File: src/rtl/psram_pkg.sv
package psram_pkg;

   localparam logic [1:0] OP_READ  = 2'd0;
   localparam logic [1:0] OP_WRITE = 2'd1;
   localparam logic [1:0] OP_RMW   = 2'd2;

   typedef enum logic [1:0] {
      SQ_IDLE,
      SQ_ACT,
      SQ_PRE
   } seq_state_e;

   typedef enum logic [1:0] {
      IN_WAIT,
      IN_DUMMY,
      IN_DONE
   } init_state_e;

   // One set of strobe requests, active high, before pin polarity is applied.
   typedef struct packed {
      logic ce;
      logic oe;
      logic we;
      logic dq_oe;
      logic smp;
   } strobe_t;

   function automatic int cdiv(input int num, input int den);
      return (num + den - 1) / den;
   endfunction

   function automatic int imax(input int a, input int b);
      return (a > b) ? a : b;
   endfunction

endpackage

File: src/rtl/psram_init_seq.sv
module psram_init_seq
   import psram_pkg::*;
#(
   parameter int INIT_CYC = 12500,
   parameter int DUMMY_N  = 8
) (
   input  logic clk,
   input  logic rst_n,
   input  logic seq_idle_i,
   output logic dummy_go_o,
   output logic init_done_o
);

   localparam int WW  = $clog2(INIT_CYC + 1);
   localparam int DCW = $clog2(DUMMY_N + 1);
   localparam logic [WW-1:0]  WAIT_LAST = WW'(INIT_CYC - 1);
   localparam logic [DCW-1:0] DUMMY_ALL = DCW'(DUMMY_N);

   init_state_e    st_q;
   logic [WW-1:0]  wcnt_q;
   logic [DCW-1:0] dcnt_q;

   assign dummy_go_o  = (st_q == IN_DUMMY) && seq_idle_i && (dcnt_q != DUMMY_ALL);
   assign init_done_o = (st_q == IN_DONE);

   always_ff @(posedge clk or negedge rst_n) begin
      if (!rst_n) begin
         st_q   <= IN_WAIT;
         wcnt_q <= '0;
         dcnt_q <= '0;
      end else begin
         case (st_q)
            IN_WAIT: begin
               if (wcnt_q == WAIT_LAST) st_q <= IN_DUMMY;
               else                     wcnt_q <= wcnt_q + 1'b1;
            end
            IN_DUMMY: begin
               if (seq_idle_i) begin
                  if (dcnt_q == DUMMY_ALL) st_q <= IN_DONE;
                  else                     dcnt_q <= dcnt_q + 1'b1;
               end
            end
            default: st_q <= IN_DONE;
         endcase
      end
   end

endmodule

File: src/rtl/psram_cycle_seq.sv
module psram_cycle_seq
   import psram_pkg::*;
#(
   parameter int AW      = 17,
   parameter int DW      = 8,
   parameter int ACT_LEN = 8,
   parameter int RMW_LEN = 15,
   parameter int PRE_LEN = 5
) (
   input  logic          clk,
   input  logic          rst_n,
   input  logic          start_i,
   input  logic          dummy_i,
   input  logic [1:0]    op_i,
   input  logic [AW-1:0] addr_i,
   input  logic [DW-1:0] wdata_i,
   output logic          idle_o,
   output strobe_t       strb_o,
   output logic [AW-1:0] addr_o,
   output logic [DW-1:0] wdata_o
);

   localparam int CW = $clog2(imax(RMW_LEN, PRE_LEN) + 1);
   localparam logic [CW-1:0] ONE        = CW'(1);
   localparam logic [CW-1:0] ACT_LAST   = CW'(ACT_LEN - 1);
   localparam logic [CW-1:0] WE_LAST    = CW'(ACT_LEN - 2);
   localparam logic [CW-1:0] RMW_LAST   = CW'(RMW_LEN - 1);
   localparam logic [CW-1:0] RMW_WE_END = CW'(RMW_LEN - 2);
   localparam logic [CW-1:0] RMW_WR_BEG = CW'(ACT_LEN + 1);
   localparam logic [CW-1:0] PRE_LAST   = CW'(PRE_LEN - 1);

   seq_state_e    state_q;
   logic [CW-1:0] cnt_q;
   logic [1:0]    op_q;
   logic          dummy_q;
   logic [AW-1:0] addr_q;
   logic [DW-1:0] wd_q;
   logic [CW-1:0] act_end;

   assign idle_o  = (state_q == SQ_IDLE);
   assign addr_o  = addr_q;
   assign wdata_o = wd_q;
   assign act_end = (op_q == OP_RMW) ? RMW_LAST : ACT_LAST;

   // Strobe decode per phase of the enable pulse.
   always_comb begin
      strb_o = '0;
      if (state_q == SQ_ACT) begin
         strb_o.ce = 1'b1;
         if (op_q == OP_WRITE) begin
            strb_o.dq_oe = 1'b1;
            strb_o.we    = (cnt_q >= ONE) && (cnt_q <= WE_LAST);
         end else if (op_q == OP_RMW) begin
            strb_o.oe    = (cnt_q >= ONE) && (cnt_q <= ACT_LAST);
            strb_o.smp   = (cnt_q == ACT_LAST);
            strb_o.dq_oe = (cnt_q >= RMW_WR_BEG);
            strb_o.we    = (cnt_q >= RMW_WR_BEG) && (cnt_q <= RMW_WE_END);
         end else begin
            strb_o.oe    = !dummy_q && (cnt_q >= ONE);
            strb_o.smp   = !dummy_q && (cnt_q == ACT_LAST);
         end
      end
   end

   always_ff @(posedge clk or negedge rst_n) begin
      if (!rst_n) begin
         state_q <= SQ_IDLE;
         cnt_q   <= '0;
         op_q    <= OP_READ;
         dummy_q <= 1'b0;
         addr_q  <= '0;
         wd_q    <= '0;
      end else begin
         case (state_q)
            SQ_IDLE: begin
               if (start_i) begin
                  state_q <= SQ_ACT;
                  cnt_q   <= '0;
                  op_q    <= op_i;
                  dummy_q <= dummy_i;
                  addr_q  <= addr_i;
                  wd_q    <= wdata_i;
               end
            end
            SQ_ACT: begin
               if (cnt_q == act_end) begin
                  state_q <= SQ_PRE;
                  cnt_q   <= '0;
               end else begin
                  cnt_q <= cnt_q + 1'b1;
               end
            end
            SQ_PRE: begin
               if (cnt_q == PRE_LAST) begin
                  state_q <= SQ_IDLE;
                  cnt_q   <= '0;
               end else begin
                  cnt_q <= cnt_q + 1'b1;
               end
            end
            default: state_q <= SQ_IDLE;
         endcase
      end
   end

endmodule

File: src/rtl/psram_pin_drv.sv
module psram_pin_drv
   import psram_pkg::*;
#(
   parameter int CE_MODE = 0
) (
   input  logic    clk,
   input  logic    rst_n,
   input  strobe_t strb_d,
   output logic    ce_n_o,
   output logic    ce_o,
   output logic    oe_n_o,
   output logic    we_n_o,
   output logic    dq_oe_o,
   output logic    smp_o
);

   strobe_t q;

   always_ff @(posedge clk or negedge rst_n) begin
      if (!rst_n) q <= '0;
      else        q <= strb_d;
   end

   assign oe_n_o  = ~q.oe;
   assign we_n_o  = ~q.we;
   assign dq_oe_o = q.dq_oe;
   assign smp_o   = q.smp;

   if (CE_MODE == 1) begin : g_low_only
      assign ce_n_o = ~q.ce;
      assign ce_o   = 1'b1;
   end else if (CE_MODE == 2) begin : g_high_only
      assign ce_n_o = 1'b0;
      assign ce_o   = q.ce;
   end else begin : g_both
      assign ce_n_o = ~q.ce;
      assign ce_o   = q.ce;
   end

endmodule

File: src/rtl/psram_ctl.sv
module psram_ctl
   import psram_pkg::*;
#(
   parameter int ADDR_W    = 17,
   parameter int DATA_W    = 8,
   parameter int CLK_PS    = 8000,
   parameter int T_CE_NS   = 60,
   parameter int T_PRE_NS  = 40,
   parameter int T_CYC_NS  = 100,
   parameter int T_RMW_NS  = 165,
   parameter int T_AH_NS   = 15,
   parameter int T_INIT_NS = 100000,
   parameter int DUMMY_N   = 8,
   parameter int CE_MODE   = 0
) (
   input  logic              clk,
   input  logic              rst_n,
   input  logic              req_valid,
   output logic              req_ready,
   input  logic [1:0]        req_op,
   input  logic [ADDR_W-1:0] req_addr,
   input  logic [DATA_W-1:0] req_wdata,
   output logic              rsp_valid,
   output logic [DATA_W-1:0] rsp_rdata,
   input  logic              ref_req,
   output logic              ref_gnt,
   output logic              init_done,
   output logic              mem_ce_n,
   output logic              mem_ce,
   output logic              mem_oe_n,
   output logic              mem_we_n,
   output logic [ADDR_W-1:0] mem_addr,
   output logic [DATA_W-1:0] mem_dq_out,
   output logic              mem_dq_oe,
   input  logic [DATA_W-1:0] mem_dq_in
);

   localparam int N_CE    = cdiv(T_CE_NS * 1000, CLK_PS);
   localparam int N_PRE   = cdiv(T_PRE_NS * 1000, CLK_PS);
   localparam int N_CYC   = cdiv(T_CYC_NS * 1000, CLK_PS);
   localparam int N_RMW   = cdiv(T_RMW_NS * 1000, CLK_PS);
   localparam int N_AH    = cdiv(T_AH_NS * 1000, CLK_PS);
   localparam int N_INIT  = imax(1, cdiv(T_INIT_NS * 1000, CLK_PS));
   // One idle clock always separates precharge from the next pulse.
   localparam int ACT_LEN = imax(imax(N_CE, N_CYC - N_PRE - 1), 3);
   localparam int RMW_LEN = imax(N_RMW - N_PRE - 1, ACT_LEN + 4);

   if (ADDR_W < 1 || DATA_W < 1) begin : g_bad_width
      $error("psram_ctl: address and data widths must be positive");
   end
   if (CLK_PS < 1) begin : g_bad_clk
      $error("psram_ctl: clock period must be positive");
   end
   if (CE_MODE < 0 || CE_MODE > 2) begin : g_bad_mode
      $error("psram_ctl: CE_MODE must be 0, 1 or 2");
   end
   if (DUMMY_N < 1) begin : g_bad_dummy
      $error("psram_ctl: at least one dummy cycle is needed");
   end
   if (N_PRE < 1 || N_PRE + 1 < N_AH) begin : g_bad_hold
      $error("psram_ctl: precharge too short to cover address hold");
   end

   logic          seq_idle;
   logic          dummy_go;
   logic          host_go;
   logic          gnt_q;
   logic          smp;
   strobe_t       strb;
   logic [DATA_W-1:0] rdata_q;
   logic          rsp_q;

   assign req_ready = seq_idle && init_done && !ref_req && !gnt_q;
   assign host_go   = req_valid && req_ready;
   assign ref_gnt   = gnt_q;
   assign rsp_valid = rsp_q;
   assign rsp_rdata = rdata_q;

   psram_init_seq #(
      .INIT_CYC (N_INIT),
      .DUMMY_N  (DUMMY_N)
   ) u_init (
      .clk         (clk),
      .rst_n       (rst_n),
      .seq_idle_i  (seq_idle),
      .dummy_go_o  (dummy_go),
      .init_done_o (init_done)
   );

   psram_cycle_seq #(
      .AW      (ADDR_W),
      .DW      (DATA_W),
      .ACT_LEN (ACT_LEN),
      .RMW_LEN (RMW_LEN),
      .PRE_LEN (N_PRE)
   ) u_seq (
      .clk     (clk),
      .rst_n   (rst_n),
      .start_i (host_go || dummy_go),
      .dummy_i (dummy_go),
      .op_i    (dummy_go ? OP_READ : req_op),
      .addr_i  (dummy_go ? '0 : req_addr),
      .wdata_i (req_wdata),
      .idle_o  (seq_idle),
      .strb_o  (strb),
      .addr_o  (mem_addr),
      .wdata_o (mem_dq_out)
   );

   psram_pin_drv #(
      .CE_MODE (CE_MODE)
   ) u_pins (
      .clk     (clk),
      .rst_n   (rst_n),
      .strb_d  (strb),
      .ce_n_o  (mem_ce_n),
      .ce_o    (mem_ce),
      .oe_n_o  (mem_oe_n),
      .we_n_o  (mem_we_n),
      .dq_oe_o (mem_dq_oe),
      .smp_o   (smp)
   );

   always_ff @(posedge clk or negedge rst_n) begin
      if (!rst_n) begin
         gnt_q   <= 1'b0;
         rsp_q   <= 1'b0;
         rdata_q <= '0;
      end else begin
         if (gnt_q) gnt_q <= ref_req;
         else       gnt_q <= ref_req && seq_idle && init_done;
         rsp_q <= smp;
         if (smp) rdata_q <= mem_dq_in;
      end
   end

endmodule

File: config.mk
export PLATFORM = sky130hd
export DESIGN_NAME = psram_ctl
export DESIGN_NICKNAME = d
export VERILOG_FILES = /design/src/rtl/psram_pkg.sv /design/src/rtl/psram_init_seq.sv /design/src/rtl/psram_cycle_seq.sv /design/src/rtl/psram_pin_drv.sv /design/src/rtl/psram_ctl.sv
export SDC_FILE = /design/constraint.sdc
export NUM_CORES = 1
export LEC_CHECK = 0
export ABC_AREA = 1
export ABC_CLOCK_PERIOD_IN_PS = 3000
export BUFFER_PORTS_ARGS = -buffer_cell sky130_fd_sc_hd__buf_4
export CAP_MARGIN = 20
export CORE_ASPECT_RATIO = 1.25
export CORE_MARGIN = 2
export CORE_UTILIZATION = 39
export DETAILED_ROUTE_END_ITERATION = 12
export HOLD_SLACK_MARGIN = 0.06
export SYNTH_ARGS = -nofsm -noshare
export SYNTH_HDL_FRONTEND = slang
export SYNTH_SLANG_ARGS = --single-unit
File: constraint.sdc
create_clock -name clk -period 3 [get_ports clk]
set_input_delay 0.6 -clock clk [delete_from_list [all_inputs] [get_ports clk]]
set_output_delay 0.6 -clock clk [all_outputs]
set_load 0.02 [all_outputs]
Word level (Yosys, flattened, before mapping)

Cells that the tools add are included.

Input bits: 39
Word-level logic and storage cells: 97
Output and inout bits: 42
Register bits: 69

Bitwise gates (word level): 5
Add/subtract/negate cells: 3
Reduce and logical (&&, ||, !) cells: 26
$lt $le $gt $ge: 5
Equality and inequality tests: 18
Mux-type cells: 23

Operator list:

| operator                                                                | number |
|---|---|
| 2-bit 2-to-1 mux                                                        | 9 |
| 17-bit 2-to-1 mux                                                       | 1 |
| 4-bit 2-to-1 mux                                                        | 4 |
| 14-bit by 1-bit adder with 14-bit output, second input constant         | 1 |
| 14-bit == test, second input constant                                   | 1 |
| 1-bit logical AND                                                       | 13 |
| 4-bit one-hot mux with 3 select lines                                   | 1 |
| 3-bit AND reduction                                                     | 3 |
| 4-bit by 1-bit adder with 4-bit output, second input constant           | 2 |
| 4-bit by 3-bit == test with 1-bit output, second input constant         | 2 |
| 4-bit by 3-bit <= comparator with 1-bit output, second input constant   | 2 |
| 2-bit by 1-bit == test with 1-bit output, second input constant         | 3 |
| 2-bit == test, second input constant                                    | 3 |
| 2-bit by 1-bit inequality test with 1-bit output, second input constant | 3 |
| 2-bit inequality test, second input constant                            | 3 |
| 2-bit one-hot mux with 3 select lines                                   | 1 |
| 2-bit AND reduction                                                     | 3 |
| 1-bit 2-to-1 mux                                                        | 5 |
| 5-bit 2-to-1 mux                                                        | 1 |
| 1-bit inverter                                                          | 5 |
| 4-bit == test                                                           | 1 |
| 4-bit == test, second input constant                                    | 1 |
| 4-bit by 1-bit >= comparator with 1-bit output, second input constant   | 1 |
| 4-bit >= comparator, second input constant                              | 1 |
| other kinds (7)                                                         | 10 |

Longest topological paths before layout

Gate-level depths: netlist (run 1).

Depth after elaboration: 8
Depth in mapped cells: 9
Mapped depth without buffers: 9

Hierarchy

Synthesis (run 1) repeated with hierarchy kept, for this count alone.

Cell total of the unflattened synthesis: 454
Area total of the unflattened synthesis: 3538.4 um^2

Modules (own cells, without submodules):

| module          | times used | cells each | seq. area each (um^2) | area an instance (um^2) |
|---|---|---|---|---|
| psram_cycle_seq | 1          | 195        | 850.8                 | 1624.1 |
| psram_init_seq  | 1          | 166        | 500.5                 | 1223.7 |
| psram_ctl       | 1          | 85         | 250.2                 | 554.3 |
| psram_pin_drv   | 1          | 8          | 125.1                 | 136.4 |

Worst setup path before layout (run 1)

No wires, ideal clock.

Path type: reg-to-output
Start point: register u_seq.state_q[0]
End point: output port req_ready
Cell stages (with the launch flop): 5
Buffers on the path: 0
Path slack: 1.046 ns
Data required time: 2.400 ns
Arrival: 1.354 ns
Cell sequence: dfrtp_1 > inv_1 > ha_1 > nand2_1 > nor3_1

Longest elaborated chain between the ends: 4

RTL lines:

| element                         | line                  | RTL |
|---|---|---|
| start, declared                 | psram_cycle_seq.sv:32 | `seq_state_e state_q;` |
| start signal, assigned          | psram_cycle_seq.sv:67 | `state_q <= SQ_IDLE;` |
| start signal, assigned          | psram_cycle_seq.sv:77 | `state_q <= SQ_ACT;` |
| start signal, assigned          | psram_cycle_seq.sv:87 | `state_q <= SQ_PRE;` |
| 2-bit logical NOT               | psram_cycle_seq.sv:40 | `assign idle_o = (state_q == SQ_IDLE);` |
| 1-bit logical AND (3 in series) | psram_ctl.sv:73       | `assign req_ready = seq_idle && init_done && !ref_req && !gnt_q;` |
| end, declared                   | psram_ctl.sv:19       | `output logic req_ready,` |

No other way between the ends.

Worst setup path in the final report (run 1)

Ends and elaborated chain as after synthesis.

==> results.yml, run 1 <==
worst_setup_path:
  path_cells: "inv_1, ha_1, nand2_1, nor3_1, buf_4"
  r2r-start: "u_seq.state_q[0]"
  critical-path-slowest-cell: "sky130_fd_sc_hd__dfrtp_1"
  startpoint: "u_seq.state_q[0]"
  critical_path.max_stage_delay_ns: 0.41
  critPathLaunchType: "register"
  rr_endpoint: "u_seq.cnt_q[3]"
  critPathBufInv: 2
  r2r_cells: 8
  rrSetupSlack_ns: 1.09
  end_kind: "output pin"
  worst_ep_arrival_time_ns: 1.66
  maximum_net_fanout_on_the_critical_path: 6
  crit_family: "flip-flops"
  worstPathRequired_ns: 2.40
  criticalPathCategory: "reg -> out"
finish:
  utilization: 0.497
  number_of_standard_cells_in_the_layout_taps_in_and_fillers_out: 568
  finish.net_count: 515
  layout_commonest_cell: "sky130_fd_sc_hd__nand2_1"
  most-common-layout-cells: "sky130_fd_sc_hd__nand2_1, sky130_fd_sc_hd__buf_4, sky130_fd_sc_hd__dfrtp_1"
  layout-drive-gt1-share: 0.252
  area.growth.synth_to_final_pct: 25.6
  num_antenna_cells: 0
  fillCellCount: 795
clocking:
  cts_max_path_buffers: 2
  clock_slew_at_reported_path_ffs_ns: 0.07
  cts-resized-gates: 0
  cts_sinks: 69
  ctsHtreeMaxLevel: 3
  cts-hold-fix-buffers: 0
  tritoncts: "done"
  post_cts.repair.setup_buffers: 0
  tritoncts.num_buffers: 9
  root_buffer_master: "sky130_fd_sc_hd__clkbuf_8"
  clock_insertion_delay_worst_skew_ns: 0.34
sta:
  rsz_0062_raised_after_global_routing: "no"
  timing.final.crit_share: 0.752
  setup_violations: 0
  worst_clock_skew_ns: 0.00471
  worstMarginPinSlew_ns: 0.863
  final_hold_viol_count: 0
  layout_min_cycle_time_ns: 2.26
  fin_setup_tns_ns: 0
  max_freq_mhz: 443
  final-max-slew-violation-count: 0
  slew_headroom: 0.425
die:
  num_rows: 38
  area_of_the_core_sq_um: 8560
  floorplan.initialDensity: 0.395
  die_h_microns: 108
  die_w_microns: 87.3
  ports: 81
  die_area_sq_um: 9440
pwr:
  power-per-cell-area_nw_per_um2: 419
  irDropWorstVdd_uv: 199
  lkg_pwr_nw: 2.14
drt:
  routed_via_density: 4.88
  dr.first_iter.drc_count: 48
  routed_wirelength_microns: 7240
  via_count: 2769
  drcViolationCount: 0
  route.antenna.remaining_nets: 0
  firstDrtPassIters: 4
  wire_per_inst_microns: 12.7
global_routing:
  pin_count_of_the_biggest_net_entering_global_routing: 70
  global_route.overflow_total: 0
  number_of_global_route_vias_before_repair: 2784
  globalRouteTotalUtil: 0.164
  antenna_found_initial: 0
  grt_first_pass_wirelength_microns: 12200
placed_design:
  globalplace.congestion: 0.807
  placement.io_buffers: 80
  place_hpwl_microns: 5250
  placed_cells_incl_taps: 552
logic_synthesis:
  synth_compound_area_frac: 0.0366
  synthesized_netlist_net_count: 433
  syn-instance-count: 381
  ys_ff_latch: 69
  synth_xor_xnor_area_share: 0.0311
  ys_warn_count: 0
  yosys-mux-area-fraction: 0.0266
  ys_types: 28
  synthesized_area_fraction_occupied_by_adder_cells: 0.0481
  post_synth.cell_area_avg_sq_um: 8.88
  yosys.area_share.simple: 0.281
  post_synth_instance_area_sq_um: 3380
  synth_top_family_by_area: "simple AND/OR/NAND/NOR gates"
  post_synthesis_sequential_area_ratio: 0.510
run_status:
  run_status: "finished, final reports clean"
hold_path:
  type_of_the_worst_min_delay_path: "in -> async"
flow_run:
  maxCapViolCount: 0
registers in the layout, indices dropped and copies added (netlist names), 2 cells and up:
signal,flops
u_seq.state_q,2
u_seq.op_q,2
u_init.wcnt_q,14
rsp_rdata,8
u_pins.q,2
u_init.dcnt_q,4
u_seq.wdata_o,8
u_init.st_q,2
u_seq.addr_o,17
u_seq.cnt_q,4
kinds of logic after synthesis:
kind of cell             count (synthesis)
AO/OA/AOI/OAI                           22
AND/OR/NAND/NOR                        208
flip-flops                              69
buffers and inverters                   49
XOR/XNOR                                12
multiplexers                             8
adder cells (fa/ha/maj)                 13
worst max-delay path by stage:
stage                     slack [ns]        endpoint  cells past startpoint
final                           0.74       req_ready                      5
after global routing            0.57       req_ready                      5
after global placement          1.14       req_ready                      5
after detailed placement        1.08  u_seq.cnt_q[3]                      8
after CTS                       0.71       req_ready                      5
after floorplan                 1.05       req_ready                      4
power by group:
| part | switching (W) | internal, W | total [W] |
|---|---|---|---|
| Sequential | 0.00000350 | 0.000935 | 0.000938 |
| Combinational | 0.0000362 | 0.0000407 | 0.0000768 |
| Clock | 0.000359 | 0.000406 | 0.000765 |
| Total | 0.000398 | 0.00138 | 0.00178 |
stage by stage:
stage	hold WS, ns	instance area [sq um]	worst slack [ns]	power, W
after floorplan	0.304	3380	1.05	0.000969
after global placement	0.464	4050	1.14	0.00104
after detailed placement	0.469	4050	1.08	0.00104
after CTS	0.398	4250	0.712	0.00181
after global routing	0.431	4250	0.575	0.00186
final	0.358	4250	0.743	0.00178
worst register-to-register path, delay by kind of cell, from the launching register on:
family / cells / cell delay [ns]
adders and majority gates: 1 / 0.34
buffers and inverters: 1 / 0.12
DFF: 1 / 0.41
and+or+nand+nor: 6 / 0.99
area by class of cell:
cell class	count	area (sq um)	area share
clock buffers	11	141	0.0333
repair buffers	83	623	0.147
inverters	37	141	0.0333
multi-input cells	263	1430	0.337
well taps	100	125	0.0294
flip-flops and latches	69	1730	0.406
clock inverters	5	60.1	0.0141
routing by layer:
layer / vias up / track usage / wire length (microns)
li1: 1399 / - / -
met1: 1286 / 0.199 / 3170
met2: 71 / 0.269 / 3500
met3: 13 / 0.0443 / 429
met4: 0 / 0.0747 / 146
met5: - / 0 / 0
Yosys cell counts (all sizes together):
cell type	n	area share
nand2	100	0.12
buf	11	0.024
nor3	6	0.0089
nand3b	2	0.0044
ha	13	0.048
a21oi	5	0.0074
mux2	8	0.027
nor2	26	0.030
xnor2	4	0.010
xor2	8	0.021
inv	37	0.042
nand3	68	0.11
a21boi	1	0.0022
nand4	6	0.013
clkbuf	1	0.0011
o21ai	16	0.027
dfrtp	69	0.51
Power figures use the tool's default switching activity.
==> run 2, diff against run 1 <==
Settings changed: ABC_AREA 1 to 0, ABC_CLOCK_PERIOD_IN_PS 3000 to 2300.
Clock period 3 ns to 2.3 ns, I/O delays scaled along.
==> run 2 against run 1 <==
Die area fell by 4.7%. Design area fell by 1.9%. Global-route usage fell by 1.2 points. Combinational power rose by 5.9%. Final cell count fell by 15%. Sequential share of layout area rose by 0.80 points. Worst hold slack got worse by 0.15 ns. Critical path depth fell by 1. Clock-buffer cell count fell by 2. Critical path type unchanged. Largest cell class unchanged.
==> results.yml, run 2 <==
logic_synthesis:
  synth_compound_area_frac: 0.0956
  synth_top_area_frac: 0.537
  post_synth_instance_area_sq_um: 3220
  synth_top_family_by_area: "simple AND/OR/NAND/NOR gates"
  synth_xor_xnor_area_share: 0.0435
  synthArstFlopShare: 1.00
  yosys-mux-area-fraction: 0.0677
  ys_warn_count: 0
  yosysMostFrequentCell: "sky130_fd_sc_hd__dfrtp_1"
  post_synth.cell_area_avg_sq_um: 10.9
  yosys-top-cells-count: "sky130_fd_sc_hd__dfrtp_1, sky130_fd_sc_hd__nand2_1, sky130_fd_sc_hd__nand3_1, sky130_fd_sc_hd__o21ai_0, sky130_fd_sc_hd__mux2_2"
  yosys.area_share.simple: 0.166
  ys_types: 53
  netlist.top_cell.by_area: "sky130_fd_sc_hd__dfrtp_1"
  synth-edff-count: 0
  syn-instance-count: 294
  ys_ff_latch: 69
  post_synthesis_sequential_area_ratio: 0.537
  synthesized_area_fraction_occupied_by_adder_cells: 0.0537
  synthTopCellsByArea: "sky130_fd_sc_hd__dfrtp_1, sky130_fd_sc_hd__mux2_2, sky130_fd_sc_hd__ha_1"
  synthesized_netlist_net_count: 346
  synth_flop_cell: "sky130_fd_sc_hd__dfrtp_1"
sta:
  setup_violations: 0
  max_freq_mhz: 483
  worstMarginPinSlew_ns: 0.855
  final.setup.worst_slack_ns: 0.230
  timing.final.crit_share: 0.900
  final-max-slew-violation-count: 0
  rsz_0062_raised_after_global_routing: "no"
  worst_clock_skew_ns: 0.00598
  final_hold_viol_count: 0
  slew_headroom: 0.430
  layout_min_cycle_time_ns: 2.07
  fin_setup_tns_ns: 0
die:
  area_of_the_core_sq_um: 8100
  floorplan.initialDensity: 0.397
  die_h_microns: 106
  ports: 81
  num_rows: 37
  die_area_sq_um: 9000
  die_w_microns: 85.2
finish:
  layout-drive-gt1-share: 0.344
  finish.net_count: 431
  postLayoutCellArea_sq_um: 4170
  area.growth.synth_to_final_pct: 29.5
  utilization: 0.514
  most-common-layout-cells: "sky130_fd_sc_hd__buf_4, sky130_fd_sc_hd__dfrtp_1, sky130_fd_sc_hd__nand2_1"
  fillCellCount: 749
  largest_register_ff_count: 17
  layout_commonest_cell: "sky130_fd_sc_hd__buf_4"
  num_antenna_cells: 0
  number_of_standard_cells_in_the_layout_taps_in_and_fillers_out: 481
global_routing:
  global_route.peak_usage_layer: "met2"
  pin_count_of_the_biggest_net_entering_global_routing: 70
  globalRouteTotalUtil: 0.152
  met2_usage: 0.237
  global_route.overflow_total: 0
  number_of_global_route_vias_before_repair: 2374
  groute.layer.met1.usage: 0.204
  grt_first_pass_wirelength_microns: 11000
  globalRouteMet3Util: 0.0345
  antenna_found_initial: 0
clocking:
  tritoncts.num_buffers: 9
  cts_max_path_buffers: 2
  root_buffer_master: "sky130_fd_sc_hd__clkbuf_8"
  tritoncts: "done"
  clock_insertion_delay_worst_skew_ns: 0.35
  cts_sinks: 69
  post_cts.repair.setup_buffers: 0
  clock_slew_at_reported_path_ffs_ns: 0.08
  ctsHtreeMaxLevel: 3
  cts-hold-fix-buffers: 0
worst_setup_path:
  criticalPathCategory: "reg -> out"
  worstPathRequired_ns: 1.84
  critical_path.max_stage_delay_ns: 0.41
  critPathLaunchType: "register"
  critical-path-slowest-cell: "sky130_fd_sc_hd__dfrtp_1"
  maximum_net_fanout_on_the_critical_path: 7
  crit_family: "flip-flops"
  worst_ep_arrival_time_ns: 1.61
  path_cells: "inv_1, ha_1, and3_1, buf_4"
  critPathBufInv: 2
  rrSetupSlack_ns: 0.24
  end_kind: "output pin"
pwr:
  power-per-cell-area_nw_per_um2: 583
  lkg_pwr_nw: 2.10
  irDropWorstVdd_uv: 405
flow_run:
  maxCapViolCount: 0
placed_design:
  placement.io_buffers: 80
  place_hpwl_microns: 4560
  postPlaceCellArea_sq_um: 3930
  pre_cts_ws_ns: 0.0375
  placed_cells_incl_taps: 465
  globalplace.congestion: 0.730
drt:
  wire_per_inst_microns: 13.4
  routed_via_density: 5.05
  dr.first_iter.drc_count: 153
  routed_wirelength_microns: 6470
  route.antenna.remaining_nets: 0
  drcViolationCount: 0
  firstDrtPassIters: 4
  via_count: 2431
hold_path:
  type_of_the_worst_min_delay_path: "in -> async"
run_status:
  run_status: "finished, final reports clean"
-- run 2: changes by cell type in the layout (fill, tap and decap cells not counted), moves of 7 or more --
cell                      change
sky130_fd_sc_hd__mux2_2       +9
sky130_fd_sc_hd__o21ai_1      +7
sky130_fd_sc_hd__nor2_1      -18
sky130_fd_sc_hd__inv_1       -20
sky130_fd_sc_hd__nand2_1     -69
sky130_fd_sc_hd__xnor2_1      +7
sky130_fd_sc_hd__nand3_1     -40
-- run 2: kinds of logic after synthesis --
logic type / count (synthesis)
compound gates: 48
xor+xnor: 16
fa+ha+maj: 14
buf+inv: 29
flops: 69
mux: 19
simple gates: 99
-- run 2: report_power, final --
group / internal [W] / switching (W) / total, W
Sequential: 0.00121 / 0.0000000000000000000404 / 0.00121
Clock: 0.000626 / 0.000512 / 0.00114
Combinational: 0.0000442 / 0.0000371 / 0.0000813
Total: 0.00188 / 0.000549 / 0.00243
-- run 2: final cells by class --
class,instances,area (sq um),share of cell area
clock buffers,9,124,0.0297
clock inverters,7,103,0.0246
inverters,16,60.1,0.0144
multi-input cells,196,1380,0.331
flip-flops and latches,69,1730,0.414
well taps,97,121,0.0291
repair buffers,87,653,0.157
-- run 2: layer usage --
metal | up-vias | share of wire
met2 | 51 | 0.49
li1 | 1197 | -
met3 | 12 | 0.042
met5 | - | 0
met4 | 0 | 0.016
met1 | 1171 | 0.45
-- run 2: worst reg2reg max path: stages (launching register included) --
cell and delay [ns]:
sky130_fd_sc_hd__dfrtp_1 0.38, sky130_fd_sc_hd__ha_1 0.22, sky130_fd_sc_hd__or4bb_1 0.40, sky130_fd_sc_hd__or4_4 0.55, sky130_fd_sc_hd__nand2_4 0.11, sky130_fd_sc_hd__mux2_4 0.29
-- run 2: path summary, 6_finish.rpt --
kind,depth (start not counted),endpoint,from
worst max register to register,5,u_init.wcnt_q[1],u_init.wcnt_q[0]
worst min register to register,1,u_init.dcnt_q[3],u_init.dcnt_q[3]
max in group asynchronous,1,u_seq.cnt_q[0],rst_n
min in group clk,2,u_seq.wdata_o[6],req_wdata[6]
worst max-delay path,4,req_ready,u_seq.state_q[1]
worst min-delay path,1,u_seq.cnt_q[1],rst_n
-- run 2: through the flow --
stage | hold WS (ns) | total power, W
floorplan | 0.164 | 0.00124
global placement | 0.460 | 0.00132
detailed placement | 0.455 | 0.00132
CTS | 0.251 | 0.00246
global route | 0.291 | 0.00253
finish | 0.203 | 0.00243
-- run 2: repair_timing --
action	CTS	global route
setup endpoints to repair	0	20
resized for setup	0	1
hold endpoints to repair	0	0
